<file path="config.mk">
export PLATFORM = sky130hd
export DESIGN_NAME = i2s_tx_master
export DESIGN_NICKNAME = d
export VERILOG_FILES = /design/src/rtl/i2stx_pkg.sv /design/src/rtl/i2stx_fifo.sv /design/src/rtl/i2stx_bitclk.sv /design/src/rtl/i2stx_serializer.sv /design/src/rtl/i2s_tx_master.sv
export SDC_FILE = /design/constraint.sdc
export NUM_CORES = 1
export LEC_CHECK = 0
export BUFFER_PORTS_ARGS = -buffer_cell sky130_fd_sc_hd__buf_2
export CORE_ASPECT_RATIO = 1.4
export CORE_UTILIZATION = 50
export CTS_BUF_LIST = sky130_fd_sc_hd__clkbuf_16
export CTS_CLUSTER_SIZE = 28
export DETAILED_ROUTE_END_ITERATION = 12
export PLACE_DENSITY = 0.69
export SLEW_MARGIN = 20
export SYNTH_ARGS = -nofsm -noshare
export SYNTH_HDL_FRONTEND = slang
export SYNTH_SLANG_ARGS = --single-unit
export TNS_END_PERCENT = 1
</file>
<file path="constraint.sdc">
create_clock -name clk -period 5.6 [get_ports clk]
set_input_delay 0.84 -clock clk [delete_from_list [all_inputs] [get_ports clk]]
set_output_delay 0.84 -clock clk [all_outputs]
set_load 0.02 [all_outputs]
</file>
<file path="src/rtl/i2stx_pkg.sv">
package i2stx_pkg;

   typedef enum logic [1:0] {
      SW_8   = 2'd0,
      SW_16  = 2'd1,
      SW_32  = 2'd2,
      SW_32X = 2'd3
   } slot_w_e;

   localparam int unsigned IDX_W = 7;

   function automatic logic [IDX_W-1:0] slot_len(input slot_w_e w);
      case (w)
         SW_8:    slot_len = 7'd8;
         SW_16:   slot_len = 7'd16;
         default: slot_len = 7'd32;
      endcase
   endfunction

endpackage

</file>
<file path="src/rtl/i2stx_fifo.sv">
module i2stx_fifo #(
   parameter int unsigned DW    = 32,
   parameter int unsigned DEPTH = 8
) (
   input  logic                             clk,
   input  logic                             rst_n,
   input  logic [DW-1:0]                    wr_data,
   input  logic                             wr_valid,
   output logic                             wr_ready,
   output logic [DW-1:0]                    rd_data,
   input  logic                             rd_pop,
   output logic                             rd_empty,
   output logic [$clog2(DEPTH+1)-1:0]       level
);
   localparam int unsigned AW = $clog2(DEPTH);
   localparam int unsigned LW = $clog2(DEPTH+1);

   generate
      if (DEPTH < 2 || (1 << AW) != DEPTH) begin : g_bad_depth
         $error("i2stx_fifo: DEPTH must be a power of two of at least 2");
      end
      if (DW < 1) begin : g_bad_width
         $error("i2stx_fifo: DW must be positive");
      end
   endgenerate

   logic [DW-1:0] mem [DEPTH];
   logic [AW-1:0] wp_q, rp_q;
   logic [LW-1:0] count_q;
   logic          push, pop;

   assign wr_ready = (count_q != LW'(DEPTH));
   assign rd_empty = (count_q == '0);
   assign push     = wr_valid & wr_ready;
   assign pop      = rd_pop & ~rd_empty;
   assign rd_data  = mem[rp_q];
   assign level    = count_q;

   always_ff @(posedge clk) begin
      if (push) mem[wp_q] <= wr_data;
   end

   always_ff @(posedge clk) begin
      if (!rst_n) begin
         wp_q    <= '0;
         rp_q    <= '0;
         count_q <= '0;
      end else begin
         if (push) wp_q <= wp_q + 1'b1;
         if (pop)  rp_q <= rp_q + 1'b1;
         case ({push, pop})
            2'b10:   count_q <= count_q + 1'b1;
            2'b01:   count_q <= count_q - 1'b1;
            default: count_q <= count_q;
         endcase
      end
   end

   a_r8_no_overflow: assert property (@(posedge clk) disable iff (!rst_n)
      count_q <= LW'(DEPTH));

   a_r8_level_up: assert property (@(posedge clk) disable iff (!rst_n)
      (push && !pop) |=> (count_q == $past(count_q) + 1'b1));

endmodule

</file>
<file path="src/rtl/i2stx_bitclk.sv">
module i2stx_bitclk #(
   parameter int unsigned RATE_W = 10
) (
   input  logic              clk,
   input  logic              rst_n,
   input  logic [RATE_W-1:0] cfg_rate,
   input  logic              load_cfg,
   output logic              bit_end,
   output logic              sck
);
   localparam int unsigned CW = RATE_W + 1;

   generate
      if (RATE_W < 1 || RATE_W > 16) begin : g_bad_rate
         $error("i2stx_bitclk: RATE_W out of range");
      end
   endgenerate

   logic [RATE_W-1:0] rate_q, cnt_q, rate_n, cnt_n;
   logic [CW-1:0]     half_n;
   logic              sck_q, sck_n;

   assign bit_end = (cnt_q == rate_q);

   always_comb begin
      rate_n = load_cfg ? cfg_rate : rate_q;
      cnt_n  = bit_end ? '0 : cnt_q + 1'b1;
      half_n = ({1'b0, rate_n} + CW'(1)) >> 1;
      sck_n  = ({1'b0, cnt_n} >= half_n);
   end

   always_ff @(posedge clk) begin
      if (!rst_n) begin
         rate_q <= '0;
         cnt_q  <= '0;
         sck_q  <= 1'b0;
      end else begin
         rate_q <= rate_n;
         cnt_q  <= cnt_n;
         sck_q  <= sck_n;
      end
   end

   assign sck = sck_q;

   a_r1_cnt_bound: assert property (@(posedge clk) disable iff (!rst_n)
      cnt_q <= rate_q);

   a_r1_low_at_start: assert property (@(posedge clk) disable iff (!rst_n)
      ($past(bit_end) && rate_q != '0) |-> !sck_q);

endmodule

</file>
<file path="src/rtl/i2stx_serializer.sv">
module i2stx_serializer
   import i2stx_pkg::*;
#(
   parameter int unsigned DW = 32
) (
   input  logic          clk,
   input  logic          rst_n,
   input  logic          bit_end,
   input  slot_w_e       cfg_width,
   input  logic          cfg_mono,
   input  logic          cfg_mute,
   input  logic [DW-1:0] fifo_data,
   input  logic          fifo_empty,
   output logic          fifo_pop,
   output logic          frame_load,
   output logic          ws,
   output logic          sd
);
   generate
      if (DW < 32) begin : g_bad_dw
         $error("i2stx_serializer: DW must hold a 32-bit slot");
      end
   endgenerate

   logic [IDX_W-1:0] bidx_q, bidx_n, sb_q, sb_n, nb, pos, selw;
   slot_w_e          wid_q, wid_n;
   logic             mono_q, mono_n;
   logic [DW-1:0]    word_q, word_n;
   logic             ws_q, sd_q, ws_n;
   logic             last, slot_start, right_n, take;
   logic [4:0]       sel;

   always_comb begin
      sb_q       = slot_len(wid_q);
      last       = (bidx_q == ({sb_q[IDX_W-2:0], 1'b0} - 7'd1));
      frame_load = bit_end & last;
      wid_n      = frame_load ? cfg_width : wid_q;
      mono_n     = frame_load ? cfg_mono  : mono_q;
      sb_n       = slot_len(wid_n);
      bidx_n     = last ? '0 : bidx_q + 7'd1;
      slot_start = last || (bidx_q == sb_q - 7'd1);
      right_n    = (bidx_n >= sb_n);
      take       = bit_end && slot_start && (!mono_n || !right_n) && !fifo_empty;
      word_n     = take ? fifo_data : word_q;
      pos        = bidx_n & (sb_n - 7'd1);
      selw       = sb_n - 7'd1 - pos;
      sel        = selw[4:0];
      nb         = bidx_n + 7'd1;
      ws_n       = (nb >= sb_n) && (nb < {sb_n[IDX_W-2:0], 1'b0});
   end

   assign fifo_pop = take;

   always_ff @(posedge clk) begin
      if (!rst_n) begin
         bidx_q <= 7'd15;
         wid_q  <= SW_8;
         mono_q <= 1'b0;
         word_q <= '0;
         ws_q   <= 1'b0;
         sd_q   <= 1'b0;
      end else if (bit_end) begin
         bidx_q <= bidx_n;
         wid_q  <= wid_n;
         mono_q <= mono_n;
         word_q <= word_n;
         ws_q   <= ws_n;
         sd_q   <= cfg_mute ? 1'b0 : word_n[sel];
      end
   end

   assign ws = ws_q;
   assign sd = sd_q;

   a_r7_mute_zero: assert property (@(posedge clk) disable iff (!rst_n)
      $past(bit_end && cfg_mute) |-> !sd_q);

   a_r9_width_at_frame: assert property (@(posedge clk) disable iff (!rst_n)
      !$stable(wid_q) |-> $past(frame_load));

   a_r3_ws_at_bit: assert property (@(posedge clk) disable iff (!rst_n)
      !$stable(ws_q) |-> $past(bit_end));

endmodule

</file>
<file path="src/rtl/i2s_tx_master.sv">
module i2s_tx_master
   import i2stx_pkg::*;
#(
   parameter int unsigned DATA_W     = 32,
   parameter int unsigned FIFO_DEPTH = 8,
   parameter int unsigned RATE_W     = 10
) (
   input  logic                              clk,
   input  logic                              rst_n,
   input  logic [RATE_W-1:0]                 cfg_rate,
   input  logic [1:0]                        cfg_width,
   input  logic                              cfg_mono,
   input  logic                              cfg_mute,
   input  logic [DATA_W-1:0]                 in_data,
   input  logic                              in_valid,
   output logic                              in_ready,
   output logic [$clog2(FIFO_DEPTH+1)-1:0]   fifo_level,
   output logic                              sck,
   output logic                              ws,
   output logic                              sd
);
   logic [DATA_W-1:0] head;
   logic              empty, pop, bit_end, frame_load;

   i2stx_fifo #(.DW(DATA_W), .DEPTH(FIFO_DEPTH)) u_fifo (
      .clk      (clk),
      .rst_n    (rst_n),
      .wr_data  (in_data),
      .wr_valid (in_valid),
      .wr_ready (in_ready),
      .rd_data  (head),
      .rd_pop   (pop),
      .rd_empty (empty),
      .level    (fifo_level)
   );

   i2stx_bitclk #(.RATE_W(RATE_W)) u_bitclk (
      .clk      (clk),
      .rst_n    (rst_n),
      .cfg_rate (cfg_rate),
      .load_cfg (frame_load),
      .bit_end  (bit_end),
      .sck      (sck)
   );

   i2stx_serializer #(.DW(DATA_W)) u_ser (
      .clk        (clk),
      .rst_n      (rst_n),
      .bit_end    (bit_end),
      .cfg_width  (slot_w_e'(cfg_width)),
      .cfg_mono   (cfg_mono),
      .cfg_mute   (cfg_mute),
      .fifo_data  (head),
      .fifo_empty (empty),
      .fifo_pop   (pop),
      .frame_load (frame_load),
      .ws         (ws),
      .sd         (sd)
   );

   a_r2_sd_steady: assert property (@(posedge clk) disable iff (!rst_n)
      (sck && $past(sck) && !$past(bit_end)) |-> $stable(sd));

endmodule

</file>
Word-level counts from Yosys, hierarchy flattened
Memory sizes are Yosys's and may differ from the RTL's. A register that Yosys moved wholly into a read port is not among the register bits.
Index checks and enable logic that the tools add are counted.
{"block": "classes", "order_cmp": 5, "n_mux": 16, "addsub": 12, "bitwise_logic": 5, "reduce_logical": 13, "n_eq_ne": 8}
{"operator": "32-bit two-way mux", "n": 1}
{"operator": "6-bit one-hot mux with 2 select lines", "n": 2}
{"operator": "10-bit two-way mux", "n": 2}
{"operator": "7-bit by 1-bit adder with 7-bit output, second input constant", "n": 2}
{"operator": "7-bit == test", "n": 2}
{"operator": "7-bit by 6-bit greater-or-equal comparator with 1-bit output", "n": 2}
{"operator": "10-bit by 1-bit adder with 11-bit output, second input constant", "n": 1}
{"operator": "10-bit by 1-bit adder with 10-bit output, second input constant", "n": 1}
{"operator": "10-bit == test", "n": 1}
{"operator": "10-bit greater-or-equal comparator", "n": 1}
{"operator": "4-bit one-hot mux with 2 select lines", "n": 1}
{"operator": "7-bit less-than comparator", "n": 1}
{"operator": "7-bit two-way mux", "n": 1}
{"operator": "6-bit by 1-bit subtractor with 7-bit output, second input constant", "n": 1}
{"operator": "7-bit by 1-bit subtractor with 7-bit output, second input constant", "n": 1}
{"operator": "3-bit by 1-bit adder with 3-bit output, second input constant", "n": 2}
{"operator": "2-bit by 1-bit == test with 1-bit output, second input constant", "n": 3}
{"operator": "5-bit by 6-bit less-than comparator with 1-bit output, second input constant", "n": 1}
{"operator": "3-bit two-way mux", "n": 2}
{"operator": "5-bit bitwise AND", "n": 1}
{"operator": "1-bit binary-select mux with 5-bit select", "n": 1}
{"operator": "1-bit two-way mux", "n": 5}
{"operator": "5-bit by 1-bit subtractor with 5-bit output, second input constant", "n": 1}
{"operator": "5-bit subtractor", "n": 1}
{"operator": "13 further kinds", "n": 22}
{"block": "totals", "memories": 1, "word_cells": 72, "output_inout_bits": 8, "ramBits": 256, "ff_bits": 75, "in_bits": 49}
{"memory": "u_fifo.mem", "words": 8, "word_bits": 32, "read_ports": 1, "rd_ports_with_merged_regs": 1, "write_ports": 1, "line_no": "i2stx_fifo.sv:27", "text": "logic [DW-1:0] mem [DEPTH];"}

Depth between registers and ports, before layout
{"block": "logic_depth", "word_depth": 17, "mapped_depth": 25, "depth_no_buf": 21}

By module
From an unflattened synthesis, not the netlist that was laid out.
{"block": "unflattened", "hier_cells": 952, "area_unflattened_um2": 14559.0}
{"module": "i2stx_fifo", "seq_area_each_um2": 7947.6, "area_per_inst_um2": 10266.1, "n_inst": 1, "cells_per_inst": 443}
{"module": "i2stx_serializer", "seq_area_each_um2": 880.8, "area_per_inst_um2": 2817.7, "n_inst": 1, "cells_per_inst": 349}
{"module": "i2stx_bitclk", "seq_area_each_um2": 420.4, "area_per_inst_um2": 1475.2, "n_inst": 1, "cells_per_inst": 160}

Worst setup path after synthesis
OpenSTA, ideal clock, no wires.
{"block": "synth_path", "kind": "register -> register", "from": "reg u_ser.wid_q[1]", "to": "reg u_fifo.count_q[3], in the netlist u_fifo.level[3]", "required_time_ps": 5529, "setup_ps": 71, "path_stages_with_launch": 25, "arrival_ps": 5987, "n_path_buf": 4, "synth_period_minus_slack_ps": 6058, "slack_ps": -458, "path_cell_list": "dfxtp_1 or2_2 ha_1 clkbuf_1 xnor3_1 o2111ai_2 or4_1 buf_2 mux2i_4 or2b_1 ha_1 and3b_1 a221o_1 a221oi_1 o211ai_1 a21oi_1 clkbuf_1 clkbuf_1 ha_1 ha_1 a21o_1 a21oi_1 xnor2_1 or3_1 a21oi_1"}
{"block": "synth_via", "elab_chain_len": 16, "elab_cells_between_ends": 27, "classes_between": "add/sub (2); order compare (1); eq/ne (6); mux (6); bitwise (2); reduce/logical (10)"}
{"element": "from (decl)", "line_no": "i2stx_serializer.sv:26", "text": "slot_w_e wid_q, wid_n;"}
{"element": "from (signal assigned)", "line_no": "i2stx_serializer.sv:64", "text": "wid_q <= wid_n;"}
{"element": "2-bit by 1-bit == test with 1-bit output or 2-bit logical NOT (tied branches)", "line_no": "i2stx_pkg.sv:13", "text": "case (w)"}
{"element": "6-bit one-hot mux with 2 select lines", "line_no": "i2stx_pkg.sv:13"}
{"element": "7-bit by 1-bit subtractor with 7-bit output", "line_no": "i2stx_serializer.sv:35", "text": "last = (bidx_q == ({sb_q[IDX_W-2:0], 1'b0} - 7'd1));"}
{"element": "7-bit == test", "line_no": "i2stx_serializer.sv:35"}
{"element": "1-bit bitwise AND", "line_no": "i2stx_serializer.sv:36", "text": "frame_load = bit_end & last;"}
{"element": "2-bit two-way mux", "line_no": "i2stx_serializer.sv:37", "text": "wid_n = frame_load ? cfg_width : wid_q;"}
{"element": "2-bit by 1-bit == test with 1-bit output or 2-bit logical NOT (tied branches)", "line_no": "i2stx_pkg.sv:13"}
{"element": "6-bit one-hot mux with 2 select lines", "line_no": "i2stx_pkg.sv:13"}
{"element": "7-bit by 6-bit greater-or-equal comparator with 1-bit output", "line_no": "i2stx_serializer.sv:42", "text": "right_n = (bidx_n >= sb_n);"}
{"element": "1-bit logical NOT", "line_no": "i2stx_serializer.sv:43", "text": "take = bit_end && slot_start && (!mono_n || !right_n) && !fifo_empty;"}
{"element": "1-bit logical OR", "line_no": "i2stx_serializer.sv:43"}
{"element": "1-bit logical AND * (2 in series)", "line_no": "i2stx_serializer.sv:43"}
{"element": "1-bit bitwise AND *", "line_no": "i2stx_fifo.sv:35", "text": "assign pop = rd_pop & ~rd_empty;"}
{"element": "named net u_fifo.pop", "line_no": "i2stx_fifo.sv:30", "text": "logic push, pop;"}
{"element": "2-bit by 1-bit == test with 1-bit output or 2-bit == test (tied branches)", "line_no": "i2stx_fifo.sv:51", "text": "case ({push, pop})"}
{"element": "4-bit one-hot mux with 2 select lines or 2-bit nonzero test (tied branches)"}
{"element": "to (signal assigned)", "line_no": "i2stx_fifo.sv:52", "text": "2'b10: count_q <= count_q + 1'b1;"}
{"element": "to (signal assigned)", "line_no": "i2stx_fifo.sv:53", "text": "2'b01: count_q <= count_q - 1'b1;"}
{"element": "to (signal assigned)", "line_no": "i2stx_fifo.sv:54", "text": "default: count_q <= count_q;"}
{"element": "to (decl)", "line_no": "i2stx_fifo.sv:29", "text": "logic [LW-1:0] count_q;"}
Mark *: on every way through the listed nets, which the timed path passes. The rest lies on a longest branch.
A chain may end at the register's enable or synchronous reset.

Worst setup path in the final report
{"block": "layout_path", "from": "reg u_ser.wid_q[0]", "to": "reg u_ser.sd_q, in the netlist u_ser.sd"}
{"block": "layout_via", "elab_chain_len": 17, "elab_cells_between_ends": 29, "classes_between": "add/sub (4); order compare (1); eq/ne (4); mux (9); bitwise (2); reduce/logical (9)"}
{"element": "branches (longest 14 deep; another with 7-bit by 1-bit subtractor with 7-bit output)"}
{"element": "1-bit binary-select mux with 5-bit select *", "line_no": "i2stx_serializer.sv:68", "text": "sd_q <= cfg_mute ? 1'b0 : word_n[sel];"}
{"element": "1-bit two-way mux (not written as such) *", "line_no": "i2stx_serializer.sv:68"}
{"element": "1-bit two-way mux *", "line_no": "i2stx_serializer.sv:68"}
{"element": "to (signal assigned)", "line_no": "i2stx_serializer.sv:68"}
{"element": "to (decl)", "line_no": "i2stx_serializer.sv:29", "text": "logic ws_q, sd_q, ws_n;"}
Every way passes the cells marked *. The select of a mux whose other input is x is not followed.

==> flow_summary.rst <==
.. list-table::
   :header-rows: 1

   * - Metric
     - Value
   * - Static leakage
     - between 5 and 6 nW
   * - Pint
     - 5.23 mW
   * - Clock Pin Slew Worst Setup and Hold Paths
     - 70 ps
   * - Number of distinct library cells after synthesis
     - between 50 and 60
   * - Sinks on Clock Net
     - 334
   * - Buffers inserted during post-CTS setup optimization
     - 0
   * - Register area share after synthesis
     - between 60% and 70%
   * - Status
     - complete, no violations
   * - Total via count after detailed routing
     - 8059
   * - Synth Area in Compound Gates
     - 5.75%
   * - Worst slew pin tran
     - 1000 ps
   * - Diodes inserted
     - 0
   * - Worst path arrival time
     - between 5000 and 6000 ps
   * - Average via count per standard cell
     - 5.70
   * - Filler cell count in the final layout
     - 2141
   * - Sequential group share of total power
     - about two fifths
   * - Max-cap violation count
     - 0
   * - Synthesized-area fraction occupied by and/or/nand/nor cells
     - roughly 7.4%
   * - Type of destination of the critical path
     - flip-flop
   * - Vertical die dimension
     - 202 µm
   * - Minimum period implied by the final worst setup slack
     - 5350 ps
   * - Routed wire length per instance
     - roughly 20 µm
   * - Worst hold path depth
     - 2
   * - Number of setup violations in the final report
     - 0
   * - F_max
     - 187 MHz
   * - Critical path class
     - reg2reg
   * - Hold buffer count at cts
     - 0
   * - Area of the core
     - 0.0278 mm²
   * - Layout Cell Area excl Fill
     - roughly 0.016 mm²
   * - Hold Crit Class
     - reg2reg
   * - Headroom to the max-slew limit
     - 33.3%
   * - Detailed placer's ending HPWL
     - 17100 µm
   * - Leading cell type in the layout, fill and taps excluded
     - edfxtp_1
   * - Synthesized flop and latch total
     - 334
   * - Fraction of layout cells with a size suffix above 1
     - 20.2%
   * - Pin count of the biggest net entering global routing
     - 67
   * - Largest delay share family, worst path
     - compound AO/OA/AOI/OAI gates
   * - Net Count, Synth
     - 1042
   * - Quantity of I/O buffers inserted on ports
     - 56
   * - Largest family of logic cells by synthesized area
     - multiplexers
   * - Switching fraction of total power
     - between 30 and 40%
   * - Cell area reported after detailed placement
     - 0.0150 mm²
   * - Die boundary width
     - 145 µm
   * - Final worst path period share
     - between 90% and 100%
   * - Fraction of registers with async set/reset
     - 0%
   * - Number of global-route vias before repair
     - roughly 8300
   * - CP required
     - around 6100 ps
   * - Number of iterations in the first detailed-routing pass
     - 4
   * - Number of antenna violations at the first check in global routing
     - 2
   * - Adder and majority gate portion of the synthesized area
     - 2.95%
   * - Row Count
     - 72
   * - CTS-repair resized insts
     - 0
   * - Setup Skew
     - ~24 ps
   * - Critical path cell sequence
     - nand2b_1 > ha_4 > xor2_2 > o2111ai_2 > or4_4 > mux2i_4 > buf_4 > nand2_1 > ha_1 > and3b_1 > a221o_1 > a221oi_1 > o211ai_1 > a21oi_4 > buf_6 > buf_16 > a211oi_1 > a221oi_1 > o32ai_1 > or4_1
   * - RSZ-0062 raised after global routing
     - no
   * - Power Total
     - approximately 7.8 mW
   * - Number of levels in the clock H-tree
     - 1
   * - Number of buffers inserted during clock tree synthesis
     - 31
   * - Part of the total power dissipated in the clock network
     - 26.9%
   * - Final global-route overflow total
     - 0
   * - Top_reg_cell synth
     - edfxtp_1
   * - Net switching component of the power
     - 2.54 mW
   * - Combinational fraction of design power
     - 32.9%
   * - Least setup slack across all paths after layout
     - 245 ps
   * - Total count of max-transition violations in the final report
     - 0
   * - Highest ir drop seen on vdd
     - 311 µV
   * - Detail Route Antenna Nets
     - 0
   * - Maximum clock insertion buffer count
     - 3
   * - Mean cell area of the mapped netlist
     - 14.8 µm²
   * - DRC violation count after routing
     - 0
   * - Cell with the largest stage delay on the worst path
     - or4_4
   * - Synth Warn #
     - 0
   * - XOR/XNOR Fraction of Synth Area
     - 3.31%
   * - Proportion of synthesized area in mux cells
     - 13.9%
   * - Wire length of the first global-routing pass
     - 45400 µm
   * - Overall global routing resource usage
     - 20.7%
   * - Final-stage net count
     - 1101
   * - Worst-skew pair later-pin latency
     - 570 ps
   * - Count of cell instances traversed by the critical path
     - 20
   * - Final hold slack
     - 483 ps
   * - Commonest non-fill, non-tap cells in the layout
     - edfxtp_1 (256), nor2_1 (91), dfxtp_1 (76)
   * - Clock root buffer
     - clkbuf_16
   * - Total Negative Setup Slacks
     - 0 ps
   * - Post-synth EDFFs
     - ~260
   * - TritonCTS clock tree
     - done
   * - Final hold violation count
     - 0
   * - Area of the mapped netlist
     - between 0.01 and 0.015 mm²
   * - Area growth syn-to-layout
     - 12.8%
   * - Initial Util
     - 51.2%
   * - GPL Wtd Cong
     - 0.820
   * - Slowest cell delay on critical path
     - 630 ps
   * - R2r worst-path depth
     - 20
   * - DRT Wirelength
     - 28900 µm
   * - CP bufs+invs
     - 3
   * - Power per cell area
     - 483 mW/mm²
   * - Drt initial violations
     - 375
   * - Post-synthesis cell count
     - 960
   * - Startpoint Class
     - flip-flop
   * - Most common cell type on the critical path
     - a221oi_1
   * - Post-placement worst setup slack
     - 152 ps
   * - Largest fanout of any net on the critical path
     - 46
   * - I/O pins
     - between 50 and 60
   * - Die outline area
     - between 0.02 and 0.03 mm²
==> path summary, 6_finish.rpt <==
kind	to	slack, ps	startpoint
setup reg to reg	u_ser.sd	250	u_ser.wid_q[0]
hold reg to reg	u_ser.ws	480	u_ser.ws
setup / recovery	u_ser.sd	250	u_ser.wid_q[0]
hold / removal	u_ser.ws	480	u_ser.ws
==> state kept, by name, indices dropped and copies added (netlist names), named ones only <==
register / count
u_ser.wid_q: 2
u_fifo.wp_q: 3
u_ser.word_q: 32
u_bitclk.rate_q: 10
u_fifo.mem: 256
u_ser.ws: 1
u_fifo.level: 4
u_ser.bidx_q: 7
u_ser.sd: 1
u_bitclk.sck: 1
u_bitclk.cnt_q: 10
u_ser.mono_q: 1
u_fifo.rp_q: 3
==> cell usage after synthesis (2+ instances only) <==
cell | count | area (µm²)
a211oi_1 | 12 | 90.1
a21o_1 | 8 | 60.1
a21oi_1 | 14 | 70.1
a221oi_1 | 4 | 35.0
a22oi_1 | 11 | 82.6
a311oi_1 | 11 | 96.3
a31oi_1 | 6 | 37.5
and2_1 | 4 | 25.0
and3_1 | 6 | 37.5
and3b_1 | 2 | 17.5
buf_1 | 7 | 26.3
buf_2 | 12 | 60.1
clkbuf_1 | 32 | 120
dfxtp_1 | 78 | 1560
edfxtp_1 | 256 | 7690
ha_1 | 32 | 400
inv_1 | 14 | 52.6
mux2_2 | 8 | 90.1
mux2i_1 | 63 | 631
mux4_2 | 55 | 1240
nand2_1 | 67 | 251
nand2b_1 | 7 | 43.8
nand3_1 | 21 | 105
nand4_1 | 3 | 18.8
nor2_1 | 94 | 353
nor2b_1 | 2 | 12.5
nor3_1 | 19 | 95.1
o211ai_1 | 6 | 45.0
o21a_1 | 13 | 97.6
o21ai_0 | 14 | 70.1
o32ai_1 | 2 | 17.5
or2_2 | 4 | 25.0
or3_1 | 2 | 12.5
or4_1 | 3 | 22.5
xnor2_1 | 25 | 219
xnor3_1 | 2 | 45.0
xor2_1 | 20 | 175
==> power by group through the flow <==
stage	combinational [mW]	clock, mW	sequential, mW
2_1_floorplan	2.02	0	3.07
3_3_place_gp	2.52	0	3.17
3_5_place_dp	2.54	0	3.18
4_1_cts	2.56	2.12	3.13
5_1_grt	2.83	2.22	3.16
6_report	2.55	2.09	3.12
==> area by class of cell <==
class | count | area (µm²) | area share (%)
Timing Repair Buffer | 77 | 462 | 2.87
Inverter | 15 | 56.3 | 0.350
Tap cell | 370 | 463 | 2.88
Clock inverter | 27 | 235 | 1.46
Clock buffer | 31 | 776 | 4.83
Sequential cell | 334 | 9260 | 57.6
Multi-Input combinational cell | 560 | 4830 | 30.0
==> routing by layer <==
metal	vias to the layer above	GRT usage, %	part of all wire (%)
met1	4066	25.5	42
li1	3787	-	-
met3	55	2.75	3.7
met4	4	6.47	2.5
met5	-	0	0.076
met2	147	37.2	52
==> worst register-to-register path: cells and delay by family, from the launching register on <==
family,cells,cell delay (ps)
multiplexers,1,180
adder cells (fa/ha/maj),2,620
flip-flops,1,470
XOR/XNOR,1,220
AND/OR/NAND/NOR,5,1490
buffers and inverters,3,610
AO/OA/AOI/OAI,8,1640
==> kinds of logic (layout without fill, tap and decap cells) <==
kind of cell               count (synthesis)  in the layout
buffers and inverters                     66            150
adders and majority gates                 33             33
xor gates and xnor gates                  49             49
DFF                                      334            334
muxes                                    127            127
and+or+nand+nor                          238            238
AOI/OAI and AO/OA                        113            113
==> through the flow <==
step | std cells | util (%)
2_1_floorplan | 960 | -
6_report | 1414 | 57.7
5_1_grt | 1414 | 57.7
3_5_place_dp | 1356 | 54.1
4_1_cts | 1414 | 57.7
3_3_place_gp | 1356 | 54.1
Power figures use the tool's default switching activity.
